==> src/rtl/spi_reg_pkg.sv <==
package spi_reg_pkg;
  localparam int FRM_ADDR_W = 7;
  localparam int FRM_DATA_W = 8;

  typedef enum logic {
    DIR_READ  = 1'b0,
    DIR_WRITE = 1'b1
  } xfer_dir_e;
endpackage

==> src/rtl/spi_reg_sync.sv <==
module spi_reg_sync #(
  parameter int              WIDTH   = 1,
  parameter int              STAGES  = 2,
  parameter logic [WIDTH-1:0] RST_VAL = '0
) (
  input  logic             clk_i,
  input  logic             rst_ni,
  input  logic [WIDTH-1:0] d_i,
  output logic [WIDTH-1:0] q_o
);
  logic [WIDTH-1:0] stg_q [STAGES];

  for (genvar g = 0; g < STAGES; g++) begin : g_stage
    if (g == 0) begin : g_first
      always_ff @(posedge clk_i or negedge rst_ni)
        if (!rst_ni) stg_q[g] <= RST_VAL;
        else         stg_q[g] <= d_i;
    end else begin : g_next
      always_ff @(posedge clk_i or negedge rst_ni)
        if (!rst_ni) stg_q[g] <= RST_VAL;
        else         stg_q[g] <= stg_q[g-1];
    end
  end

  assign q_o = stg_q[STAGES-1];
endmodule

==> src/rtl/spi_reg_frame.sv <==
module spi_reg_frame import spi_reg_pkg::*; #(
  parameter int ADDR_W = FRM_ADDR_W,
  parameter int DATA_W = FRM_DATA_W,
  localparam int FRAME_W = 1 + ADDR_W + DATA_W,
  localparam int HDR_W   = 1 + ADDR_W,
  localparam int CNT_W   = $clog2(FRAME_W + 1)
) (
  input  logic              clk_i,
  input  logic              rst_ni,
  input  logic              cs_active_i,
  input  logic              rise_i,
  input  logic              mosi_i,
  output logic [CNT_W-1:0]  bit_cnt_o,
  output logic [ADDR_W-1:0] addr_o,
  output logic [DATA_W-1:0] wdata_o,
  output logic              we_o,
  output logic              re_o
);
  logic [FRAME_W-2:0] sh_q;
  logic [CNT_W-1:0]   cnt_q;
  logic [ADDR_W-1:0]  addr_q;
  logic [DATA_W-1:0]  wdata_q;
  logic               we_q, re_q;
  logic [FRAME_W-1:0] frame_w;
  logic               take;

  assign frame_w = {sh_q, mosi_i};
  // edges past the last frame bit are dropped
  assign take = cs_active_i && rise_i && (cnt_q < CNT_W'(FRAME_W));

  always_ff @(posedge clk_i or negedge rst_ni) begin
    if (!rst_ni) begin
      sh_q    <= '0;
      cnt_q   <= '0;
      addr_q  <= '0;
      wdata_q <= '0;
      we_q    <= 1'b0;
      re_q    <= 1'b0;
    end else begin
      we_q <= 1'b0;
      re_q <= 1'b0;
      if (!cs_active_i) begin
        sh_q  <= '0;
        cnt_q <= '0;
      end else if (take) begin
        sh_q  <= frame_w[FRAME_W-2:0];
        cnt_q <= cnt_q + 1'b1;
        if (cnt_q == CNT_W'(HDR_W - 1)) begin
          addr_q <= frame_w[ADDR_W-1:0];
          re_q   <= (frame_w[ADDR_W] == DIR_READ);
        end
        if (cnt_q == CNT_W'(FRAME_W - 1)) begin
          wdata_q <= frame_w[DATA_W-1:0];
          we_q    <= (frame_w[FRAME_W-1] == DIR_WRITE);
        end
      end
    end
  end

  assign bit_cnt_o = cnt_q;
  assign addr_o    = addr_q;
  assign wdata_o   = wdata_q;
  assign we_o      = we_q;
  assign re_o      = re_q;
endmodule

==> src/rtl/spi_reg_miso.sv <==
module spi_reg_miso import spi_reg_pkg::*; #(
  parameter int ADDR_W = FRM_ADDR_W,
  parameter int DATA_W = FRM_DATA_W,
  localparam int FRAME_W = 1 + ADDR_W + DATA_W,
  localparam int HDR_W   = 1 + ADDR_W,
  localparam int CNT_W   = $clog2(FRAME_W + 1)
) (
  input  logic              clk_i,
  input  logic              rst_ni,
  input  logic              cs_active_i,
  input  logic              fall_i,
  input  logic [CNT_W-1:0]  bit_cnt_i,
  input  logic              load_i,
  input  logic [DATA_W-1:0] load_data_i,
  output logic              miso_o
);
  logic [DATA_W-1:0] tx_q;
  logic              shift;

  // fall at count HDR_W already shows the MSB; later falls advance
  assign shift = fall_i && (bit_cnt_i > CNT_W'(HDR_W)) && (bit_cnt_i < CNT_W'(FRAME_W));

  always_ff @(posedge clk_i or negedge rst_ni) begin
    if (!rst_ni)            tx_q <= '0;
    else if (!cs_active_i)  tx_q <= '0;
    else if (load_i)        tx_q <= load_data_i;
    else if (shift)         tx_q <= {tx_q[DATA_W-2:0], 1'b0};
  end

  assign miso_o = tx_q[DATA_W-1];
endmodule

==> src/rtl/spi_reg_slave.sv <==
module spi_reg_slave import spi_reg_pkg::*; #(
  parameter int ADDR_W      = FRM_ADDR_W,
  parameter int DATA_W      = FRM_DATA_W,
  parameter int SYNC_STAGES = 2
) (
  input  logic              clk_i,
  input  logic              rst_ni,
  input  logic              sclk_i,
  input  logic              cs_ni,
  input  logic              mosi_i,
  output logic              miso_o,
  output logic [ADDR_W-1:0] bus_addr_o,
  output logic [DATA_W-1:0] bus_wdata_o,
  output logic              bus_we_o,
  output logic              bus_re_o,
  input  logic [DATA_W-1:0] bus_rdata_i
);
  localparam int FRAME_W = 1 + ADDR_W + DATA_W;
  localparam int CNT_W   = $clog2(FRAME_W + 1);

  logic [2:0]       pins_s;
  logic             sclk_s, cs_n_s, mosi_s;
  logic             sclk_d_q;
  logic             sclk_rise, sclk_fall;
  logic [CNT_W-1:0] bit_cnt;

  // {sclk, cs_n, mosi}; chip select resets inactive
  spi_reg_sync #(
    .WIDTH   (3),
    .STAGES  (SYNC_STAGES),
    .RST_VAL (3'b010)
  ) u_sync (
    .clk_i  (clk_i),
    .rst_ni (rst_ni),
    .d_i    ({sclk_i, cs_ni, mosi_i}),
    .q_o    (pins_s)
  );

  assign {sclk_s, cs_n_s, mosi_s} = pins_s;

  always_ff @(posedge clk_i or negedge rst_ni)
    if (!rst_ni) sclk_d_q <= 1'b0;
    else         sclk_d_q <= sclk_s;

  assign sclk_rise = sclk_s & ~sclk_d_q;
  assign sclk_fall = ~sclk_s & sclk_d_q;

  spi_reg_frame #(
    .ADDR_W (ADDR_W),
    .DATA_W (DATA_W)
  ) u_frame (
    .clk_i       (clk_i),
    .rst_ni      (rst_ni),
    .cs_active_i (~cs_n_s),
    .rise_i      (sclk_rise),
    .mosi_i      (mosi_s),
    .bit_cnt_o   (bit_cnt),
    .addr_o      (bus_addr_o),
    .wdata_o     (bus_wdata_o),
    .we_o        (bus_we_o),
    .re_o        (bus_re_o)
  );

  spi_reg_miso #(
    .ADDR_W (ADDR_W),
    .DATA_W (DATA_W)
  ) u_miso (
    .clk_i       (clk_i),
    .rst_ni      (rst_ni),
    .cs_active_i (~cs_n_s),
    .fall_i      (sclk_fall),
    .bit_cnt_i   (bit_cnt),
    .load_i      (bus_re_o),
    .load_data_i (bus_rdata_i),
    .miso_o      (miso_o)
  );
endmodule

==> config.mk <==
export PLATFORM = sky130hd
export DESIGN_NAME = spi_reg_slave
export DESIGN_NICKNAME = d
export VERILOG_FILES = /design/src/rtl/spi_reg_pkg.sv /design/src/rtl/spi_reg_sync.sv /design/src/rtl/spi_reg_frame.sv /design/src/rtl/spi_reg_miso.sv /design/src/rtl/spi_reg_slave.sv
export SDC_FILE = /design/constraint.sdc
export NUM_CORES = 1
export LEC_CHECK = 0
export BUFFER_PORTS_ARGS = -buffer_cell sky130_fd_sc_hd__buf_2
export CORE_ASPECT_RATIO = 1.25
export CORE_UTILIZATION = 30
export DETAILED_ROUTE_END_ITERATION = 16
export PLACE_DENSITY = 0.44
export SLEW_MARGIN = 20
export SYNTH_ARGS = -nofsm -noshare
export SYNTH_HDL_FRONTEND = slang
export SYNTH_SLANG_ARGS = --single-unit
export TNS_END_PERCENT = 5
==> constraint.sdc <==
create_clock -name clk_i -period 5.73 [get_ports clk_i]
set_clock_uncertainty 0.15 [all_clocks]
set_input_delay 1.146 -clock clk_i [delete_from_list [all_inputs] [get_ports clk_i]]
set_output_delay 1.146 -clock clk_i [all_outputs]
set_load 0.02 [all_outputs]
==> metrics.csv, run 1 <==
metric;value;unit
#FFs+latches synth;52;
delay-heaviest family, CP;flip-flops;
Core ar.;6930;um^2
TNS Setup;0;ns
Critical Path End Type;output pin;
fmax;403;MHz
worst min-delay path category;flip-flop to flip-flop;
final setup vio count;0;
Ys Warns;0;
row cnt;34;
top cell type's share of synthesized area;0.583;
All-Layer GR Usage;0.113;
initial core utilization;0.309;
CTS max path bufs;2;
Post-DP HPWL;2.56;mm
sequential fraction of the synthesis area;0.608;
Sink Count;52;
layout cells sized above 1;0.276;
num ports;31;
critical path peak fanout;17;
mux cell area share after synthesis;0.0834;
clk slew on worst S/H paths;0.09;ns
gpl congestion;0.657;
Adder-Cell Fraction of Synth Area;0.0175;
grt total ovfl;0;
routed via count;1421;
H-Tree Depth;2;
CTS Hold Buffers Added;0;
multi-input logic area;777;um^2
max-cap violations;0;
syn_nets;199;
CTS tree;yes;
cells after synthesis;183;
Slew HR;0.563;
Final Hold Viols;0;
Die ar.;7490;um^2
Synth Area in Simple Gates;0.139;
CP required;4.43;ns
Slew Viols, Final;0;
DRT iter0 DRCs;67;
Area contributors post-synth;dfrtp_1, mux2_2, o21ai_0, nand2b_1, nand2_1;
Tcrit/Tclk final;0.433;
first-pass GRT wire length;6.56;mm
wire length per cell;13.3;um
final-layout fill cell count;727;
slowest cell delay on critical path;0.64;ns
commonest non-fill, non-tap cell in the layout;dfrtp_1;
antenna-violating nets left;0;
crit path DAT;1.19;ns
biggest area consumer among synthesized cells;dfrtp_1;
worst path bufs/invs;1;
Slowest-stage cell, CP;dfrtp_1;
pwr/cell area;242;nW/um^2
status;complete, no violations;
Distinct cells, synth;27;
NumNets Final;229;
Worst-Margin Slew;0.656;ns
Syn Area/Cell;11.7;um^2
DR DRC count;0;
number of global-route vias before repair;1326;
complex-gate fraction of the synthesized area;0.118;
XOR/XNOR Fraction of Synth Area;0;
post-layout min period;2.48;ns
drt via density;4.67;
post-cts resize count;0;
Static Leak;1.18;nW
Chip Width;77.6;um
Die Y;96.5;um
total CTS buffers;5;
post-CTS setup buffer count;0;
antenna violations before repair;0;
final instance area;2480;um^2
Reg area;1300;um^2
I/O Buffers;30;
Root Driver;clkbuf_8;
kind of critical path;flip-flop to output pin;
element type at the critical path start;flip-flop;
Placed Instance Area;2400;um^2
commonest cells after routing, fill and taps aside;dfrtp_1, buf_2, o21ai_0, nand2_1, nand2b_1;
main combinational cell family by area after synthesis;simple AND/OR/NAND/NOR gates;
worst skew pair latency;0.30;ns
largest net degree at the start of global routing;53;
Max VDD drop;0.0994;mV
RSZ-0062 raised after global routing;no;
# diodes;0;
Initial DRT Pass Iterations;4;
synthesized area;2140;um^2
WL final;4.03;mm
cells along the critical path;buf_2;
area grow syn2layout;15.5;%
cell families (layout without fill, tap and decap cells):
logic type               Yosys count  count (layout)
flip-flops                        52              52
AND/OR/NAND/NOR                   50              50
buffers and inverters             19              50
multiplexers                      16              16
AO/OA/AOI/OAI                     43              43
adder cells (fa/ha/maj)            3               3
routing by layer:
layer	wire length [um]	global-route usage
met3	145	0.0291
met4	55	0.0425
met5	0	0
met2	1890	0.184
met1	1940	0.145
flip-flops by register name, summed over array words and instances (netlist names):
| name | count |
|---|---|
| u_frame.addr_o | 7 |
| u_sync.q_o | 3 |
| u_sync.stg_q | 3 |
| u_frame.bit_cnt_o | 5 |
| u_frame.wdata_o | 8 |
| u_frame.sh_q | 15 |
| sclk_d_q | 1 |
| u_frame.re_o | 1 |
| u_miso.tx_q | 8 |
| u_frame.we_o | 1 |
final cells by class:
type / count / area share
inverters: 10 / 0.0152
flip-flops and latches: 52 / 0.526
well taps: 90 / 0.0455
repair buffers: 32 / 0.0667
clock buffers: 7 / 0.0308
multi-input cells: 112 / 0.314
clock inverters: 1 / 0.00202
report_power, final:
group | internal [mW] | total [mW] | leakage (nW) | switching (mW)
Clock | 0.0860 | 0.197 | 0.0422 | 0.111
Sequential | 0.371 | 0.377 | 0.707 | 0.00618
Combinational | 0.00857 | 0.0247 | 0.432 | 0.0162
cells in the mapped netlist (all sizes together):
master	number
o21ai	25
mux2i	1
a21oi	2
a221oi	7
o31ai	1
and4bb	1
nor4	1
or3	2
nor2b	2
nand3	1
nor4b	1
clkbuf	8
or4b	1
nor3	1
and3	2
dfrtp	50
nand2	20
o22ai	1
nand4bb	1
nand2b	17
ha	3
dfstp	2
mux2	15
a31oi	7
buf	1
inv	10
metrics by stage:
step / hold slack [ns] / std cells / utilization / setup slack, ns / total power [mW]
after floorplan: 0.181 / 183 / - / 3.81 / 0.394
after global placement: 0.183 / 296 / 0.346 / 3.49 / 0.411
after detailed placement: 0.193 / 296 / 0.346 / 3.47 / 0.411
after CTS: 0.215 / 304 / 0.357 / 3.23 / 0.612
after global routing: 0.220 / 304 / 0.357 / 3.17 / 0.627
final: 0.208 / 304 / 0.357 / 3.25 / 0.599
path summary, 6_finish.rpt:
check | start | endpoint | slack (ns) | cells past startpoint
max reg2reg | u_sync.q_o[1] | u_frame.addr_o[0] | 3.46 | 3
min reg2reg | u_sync.stg_q[3] | u_sync.q_o[0] | 0.21 | 0
max in group asynchronous | rst_ni | u_frame.sh_q[1] | 4.18 | 2
max | u_frame.re_o | bus_re_o | 3.25 | 1
min in group asynchronous | rst_ni | u_miso.tx_q[7] | 0.79 | 2
min | u_sync.stg_q[3] | u_sync.q_o[0] | 0.21 | 0
No activity file was read; power rests on OpenSTA's default activity.
==> run 2, diff against run 1 <==
ABC_AREA = 1   (was unset)
clock period = 2.6 ns   (was 5.73 ns; I/O delays follow)
==> run 2 against run 1 <==
- first-iteration DRC count decreased by 31%
- sequential power increased by 120%
- die area decreased by 2.0%
- worst hold slack got worse by 0.18 ns
- critical endpoint is now u_frame.bit_cnt_o[1]
- highest routed layer unchanged
==> metrics.csv, run 2 <==
metric;value;unit
worst skew pair latency;0.30;ns
#FFs+latches synth;52;
Slew Viols, Final;0;
Die ar.;7340;um^2
All-Layer GR Usage;0.129;
clk slew on worst S/H paths;0.10;ns
wire length per cell;12.0;um
NetSw;311;uW
sw frac;0.228;
status;complete, no violations;
I/O Buffers;30;
TNS Setup;0;ns
EDFF count, synth;0;
count leader, synth;nand2_1;
DRT iter0 DRCs;46;
Ys Warns;0;
Max VDD drop;0.340;mV
CP required;2.67;ns
Post-DP HPWL;2.85;mm
Distinct cells, synth;22;
Tcrit/Tclk final;0.629;
RSZ-0062 raised after global routing;no;
Placement Setup Slack;0.963;ns
Syn Area/Cell;9.91;um^2
max FFs per register;15;
DR DRC count;0;
crit path DAT;1.70;ns
element type at the critical path start;flip-flop;
CTS Hold Buffers Added;0;
NumNets Final;262;
Clk network pwr share;0.349;
Die Y;95.6;um
area grow syn2layout;16.4;%
H-Tree Depth;2;
Combinational Power Share;0.048;
commonest non-fill, non-tap cell in the layout;nand2_1;
max-cap violations;0;
CTS tree;yes;
fmax;611;MHz
kind of critical path;flip-flop to flip-flop;
# diodes;0;
Area contributors post-synth;dfrtp_1, nand2_1, o22ai_1, inv_1, o21ai_2;
first-pass GRT wire length;7.28;mm
row cnt;33;
layout cells sized above 1;0.235;
pwr/cell area;558;nW/um^2
Static Leak;1.26;nW
antenna violations before repair;0;
Final Hold Viols;0;
critical path peak fanout;18;
cells after synthesis;212;
routed via count;1415;
syn_nets;228;
R2R cell count;4;
CTS max path bufs;2;
biggest area consumer among synthesized cells;dfrtp_1;
num ports;31;
Sink Count;52;
Slew HR;0.655;
gpl congestion;0.720;
sequential fraction of the synthesis area;0.621;
final instance area;2440;um^2
commonest cells after routing, fill and taps aside;nand2_1, dfrtp_1, buf_2, inv_1, o22ai_1;
Worst-Margin Slew;0.518;ns
Internal;1.05;mW
grt total ovfl;0;
Root Driver;clkbuf_8;
Initial DRT Pass Iterations;4;
number of global-route vias before repair;1477;
final setup margin;0.964;ns
drt via density;4.24;
largest net degree at the start of global routing;33;
WL final;4.02;mm
final-layout fill cell count;702;
antenna-violating nets left;0;
initial core utilization;0.316;
final setup vio count;0;
Placed Instance Area;2350;um^2
synthesized area;2100;um^2
post-layout min period;1.64;ns
worst min-delay path category;primary input to async pin;
post-CTS setup buffer count;0;
ys async rst share;1.00;
register bank with the most flops;u_frame.sh_q;
post-cts resize count;0;
Core ar.;6650;um^2
ys flop type;dfrtp_1;
top cell type's share of synthesized area;0.596;
total CTS buffers;5;
Critical Path End Type;flip-flop;
Post-synth top cells;nand2_1, dfrtp_1, inv_1;
Flop pwr share;0.603;
Chip Width;76.8;um
==> run 2: cell count changes in the layout (fill, tap and decap cells not counted), moves of 7 or more <==
cell and delta:
mux2_2 -15, o21ai_2 +7, o21ai_1 +8, a221oi_1 -7
inv_1 +14, a31oi_1 -7, o21ai_0 -22, nand3_1 +9
nand2_1 +43, o22ai_1 +15, nand2b_1 -17, nor2_1 +11
==> run 2: kinds of logic after synthesis <==
kind of cell               synth area share
buffers and inverters                0.0619
AOI/OAI and AO/OA                     0.105
and+or+nand+nor                       0.194
adders and majority gates            0.0179
DFF                                   0.621
==> run 2: power groups by stage <==
stage	Combinational (mW)	Clock [mW]	Sequential, mW
2_1_floorplan	0.0316	0	0.838
3_3_place_gp	0.0687	0	0.838
3_5_place_dp	0.0688	0	0.839
4_1_cts	0.0692	0.499	0.823
5_1_grt	0.0762	0.532	0.824
6_report	0.0661	0.476	0.823
==> run 2: per-stage QoR <==
| step | hold WS, ns | total power, mW | util | instances |
|---|---|---|---|---|
| after CTS | 0.0411 | 1.39 | 0.368 | 334 |
| final | 0.0256 | 1.37 | 0.368 | 334 |
| after global placement | 0.183 | 0.907 | 0.354 | 326 |
| after global routing | 0.0417 | 1.43 | 0.368 | 334 |
| after detailed placement | 0.186 | 0.908 | 0.354 | 326 |
| after floorplan | 0.0744 | 0.870 | - | 212 |
==> run 2: final cells by class <==
class / instances / area (um^2) / area share
multi-input cells: 130 / 667 / 0.273
flip-flops and latches: 52 / 1300 / 0.533
repair buffers: 32 / 178 / 0.0727
well taps: 87 / 109 / 0.0445
clock inverters: 1 / 7.51 / 0.00307
inverters: 25 / 93.8 / 0.0384
clock buffers: 7 / 86.3 / 0.0353
==> run 2: final timing paths <==
path                                      start                    to  slack (ns)
worst max register to register    u_sync.q_o[1]  u_frame.bit_cnt_o[1]        0.96
worst min register to register  u_sync.stg_q[5]         u_sync.q_o[2]        0.21
max in group asynchronous                rst_ni      u_frame.sh_q[14]        1.73
worst max-delay path              u_sync.q_o[1]  u_frame.bit_cnt_o[1]        0.96
min in group clk_i                        cs_ni       u_sync.stg_q[4]        0.16
worst min-delay path                     rst_ni        u_miso.tx_q[6]        0.03
==> run 2: worst max-delay path: stages, from the launching register on <==
cell	delay, ns
dfstp_2	0.58
nor2_1	0.06
nand2_2	0.26
nand2_2	0.28
o21ai_0	0.22
==> run 2: metal layers <==
layer  vias to the layer above  GRT usage  part of all wire
met3                         6     0.0344             0.041
met1                       639      0.179              0.51
met4                         0     0.0513             0.012
met5                         -          0                 0
li1                        742          -                 -
met2                        28      0.190              0.44
==> run 3, diff against run 2 <==
clock period = 1.7 ns   (was 2.6 ns; I/O delays follow)
==> run 3 against run 2 <==
- first-iteration DRC count grew 91%
- cell area grew 4.0%
- clock-buffer cell count down 2
- critical path type unchanged
- largest cell class unchanged
==> metrics.csv, run 3 (synthesis results as in run 2) <==
metric;value;unit
worst skew pair latency;0.31;ns
TNS Setup;0;ns
largest net degree at the start of global routing;53;
CTS tree;yes;
element type at the critical path start;flip-flop;
clk slew on worst S/H paths;0.09;ns
layout cells sized above 1;0.241;
worst path bufs/invs;0;
total CTS buffers;5;
post-CTS setup buffer count;0;
# diodes;0;
Reg area;1300;um^2
commonest cells after routing, fill and taps aside;nand2_1, dfrtp_1, buf_2, inv_1, o22ai_1;
Critical Path End Type;flip-flop;
Reg-to-Reg Start;u_frame.bit_cnt_o[1];
post-layout min period;1.54;ns
Static Leak;1.31;nW
R2R Setup Slk;0.16;ns
Core ar.;6650;um^2
crit path DAT;1.62;ns
final core utilization;0.383;
RSZ-0062 raised after global routing;no;
CP required;1.78;ns
Worst-Margin Slew;0.354;ns
max FFs per register;15;
number of global-route vias before repair;1436;
final setup vio count;0;
Worst Hold Depth;3;
register bank with the most flops;u_frame.sh_q;
fmax;648;MHz
Max VDD drop;0.672;mV
max-cap violations;0;
Initial DRT Pass Iterations;4;
I/O Buffers;30;
Pwr Total;2.38;mW
Placement Setup Slack;0.160;ns
cells along the critical path;ha_1 > nand2_1 > nor2_1 > ha_1 > nand2_4 > nand2_1 > o21ai_2;
status;complete, no violations;
grt total ovfl;0;
multi-input logic area;667;um^2
NumNets Final;268;
gpl congestion;0.779;
R2R cell count;7;
critical path peak fanout;17;
wire length per cell;11.9;um
Post-DP HPWL;2.70;mm
Slew Viols, Final;0;
hold path start;bus_rdata_i[0];
final-layout fill cell count;679;
final instance area;2540;um^2
r2r endpoint;u_frame.wdata_o[7];
Worst Hold Endpoint;u_miso.tx_q[0];
DRT iter0 DRCs;88;
antenna-violating nets left;0;
kind of critical path;flip-flop to flip-flop;
All-Layer GR Usage;0.128;
Slew HR;0.763;
row cnt;33;
Final Hold Viols;0;
drt via density;4.38;
WL final;4.05;mm
pwr/cell area;936;nW/um^2
Sink Count;52;
Die Y;95.6;um
DR DRC count;0;
antenna violations before repair;0;
H-Tree Depth;2;
Final Non-Filler Cells;340;
Slowest-stage cell, CP;dfrtp_1;
area grow syn2layout;21.1;%
first-pass GRT wire length;7.15;mm
Post-Place Cells;328;
initial core utilization;0.316;
final setup margin;0.158;ns
slowest cell delay on critical path;0.41;ns
post-cts resize count;0;
worst hold slack;0.0997;ns
worst min-delay path category;primary input to flip-flop;
Placed Instance Area;2370;um^2
num ports;31;
CTS max path bufs;2;
Die ar.;7340;um^2
Root Driver;clkbuf_8;
routed via count;1490;
Tcrit/Tclk final;0.907;
commonest non-fill, non-tap cell in the layout;nand2_1;
delay-heaviest family, CP;simple AND/OR/NAND/NOR gates;
Chip Width;76.8;um
-- run 3: cell count changes in the layout (fill, tap and decap cells not counted) --
cell,previous run,this run
inv_6,0,1
clkinvlp_4,1,0
dlygate4sd3_1,0,4
buf_4,1,3
clkbuf_1,1,0
bufinv_16,0,2
clkbuf_8,6,5
-- run 3: final cells by class --
cell class	instances	area share
clock inverter	3	0.0271
sequential	52	0.513
timing repair buffer	38	0.0915
inverter	25	0.0369
clock buffer	5	0.0271
multi-input combinational	130	0.262
tap	87	0.0428
-- run 3: per-layer routing --
metal / GRT usage / wire [um]
met3: 0.0383 / 182
met4: 0.0433 / 32
met2: 0.199 / 1830
met1: 0.169 / 2000
met5: 0 / 0
-- run 3: how the worst max path moves through the flow --
stage                         startpoint            endpoint  slack (ns)  cells past startpoint
floorplan           u_frame.bit_cnt_o[0]  u_frame.wdata_o[7]        0.23                      8
global placement    u_frame.bit_cnt_o[1]  u_frame.wdata_o[1]        0.21                      7
detailed placement  u_frame.bit_cnt_o[1]  u_frame.wdata_o[2]        0.16                      7
CTS                 u_frame.bit_cnt_o[1]  u_frame.wdata_o[7]        0.14                      7
global route        u_frame.bit_cnt_o[1]  u_frame.wdata_o[4]        0.02                      7
finish              u_frame.bit_cnt_o[1]  u_frame.wdata_o[7]        0.16                      7
-- run 3: worst reg2reg max path: stages (launching register included) --
cell	delay (ns)
dfrtp_1	0.41
ha_1	0.19
nand2_1	0.10
nor2_1	0.06
ha_1	0.21
nand2_4	0.21
nand2_1	0.10
o21ai_2	0.06
-- run 3: what timing repair did --
item	CTS	global route
hold buffers	4	0
endpoints found under the hold margin	53	0
setup endpoints to repair	0	0
-- run 3: power breakdown --
group	total, mW	switching, mW	internal [mW]
Combinational	0.110	0.0725	0.0373
Clock	1.01	0.420	0.593
Sequential	1.26	0.00717	1.25
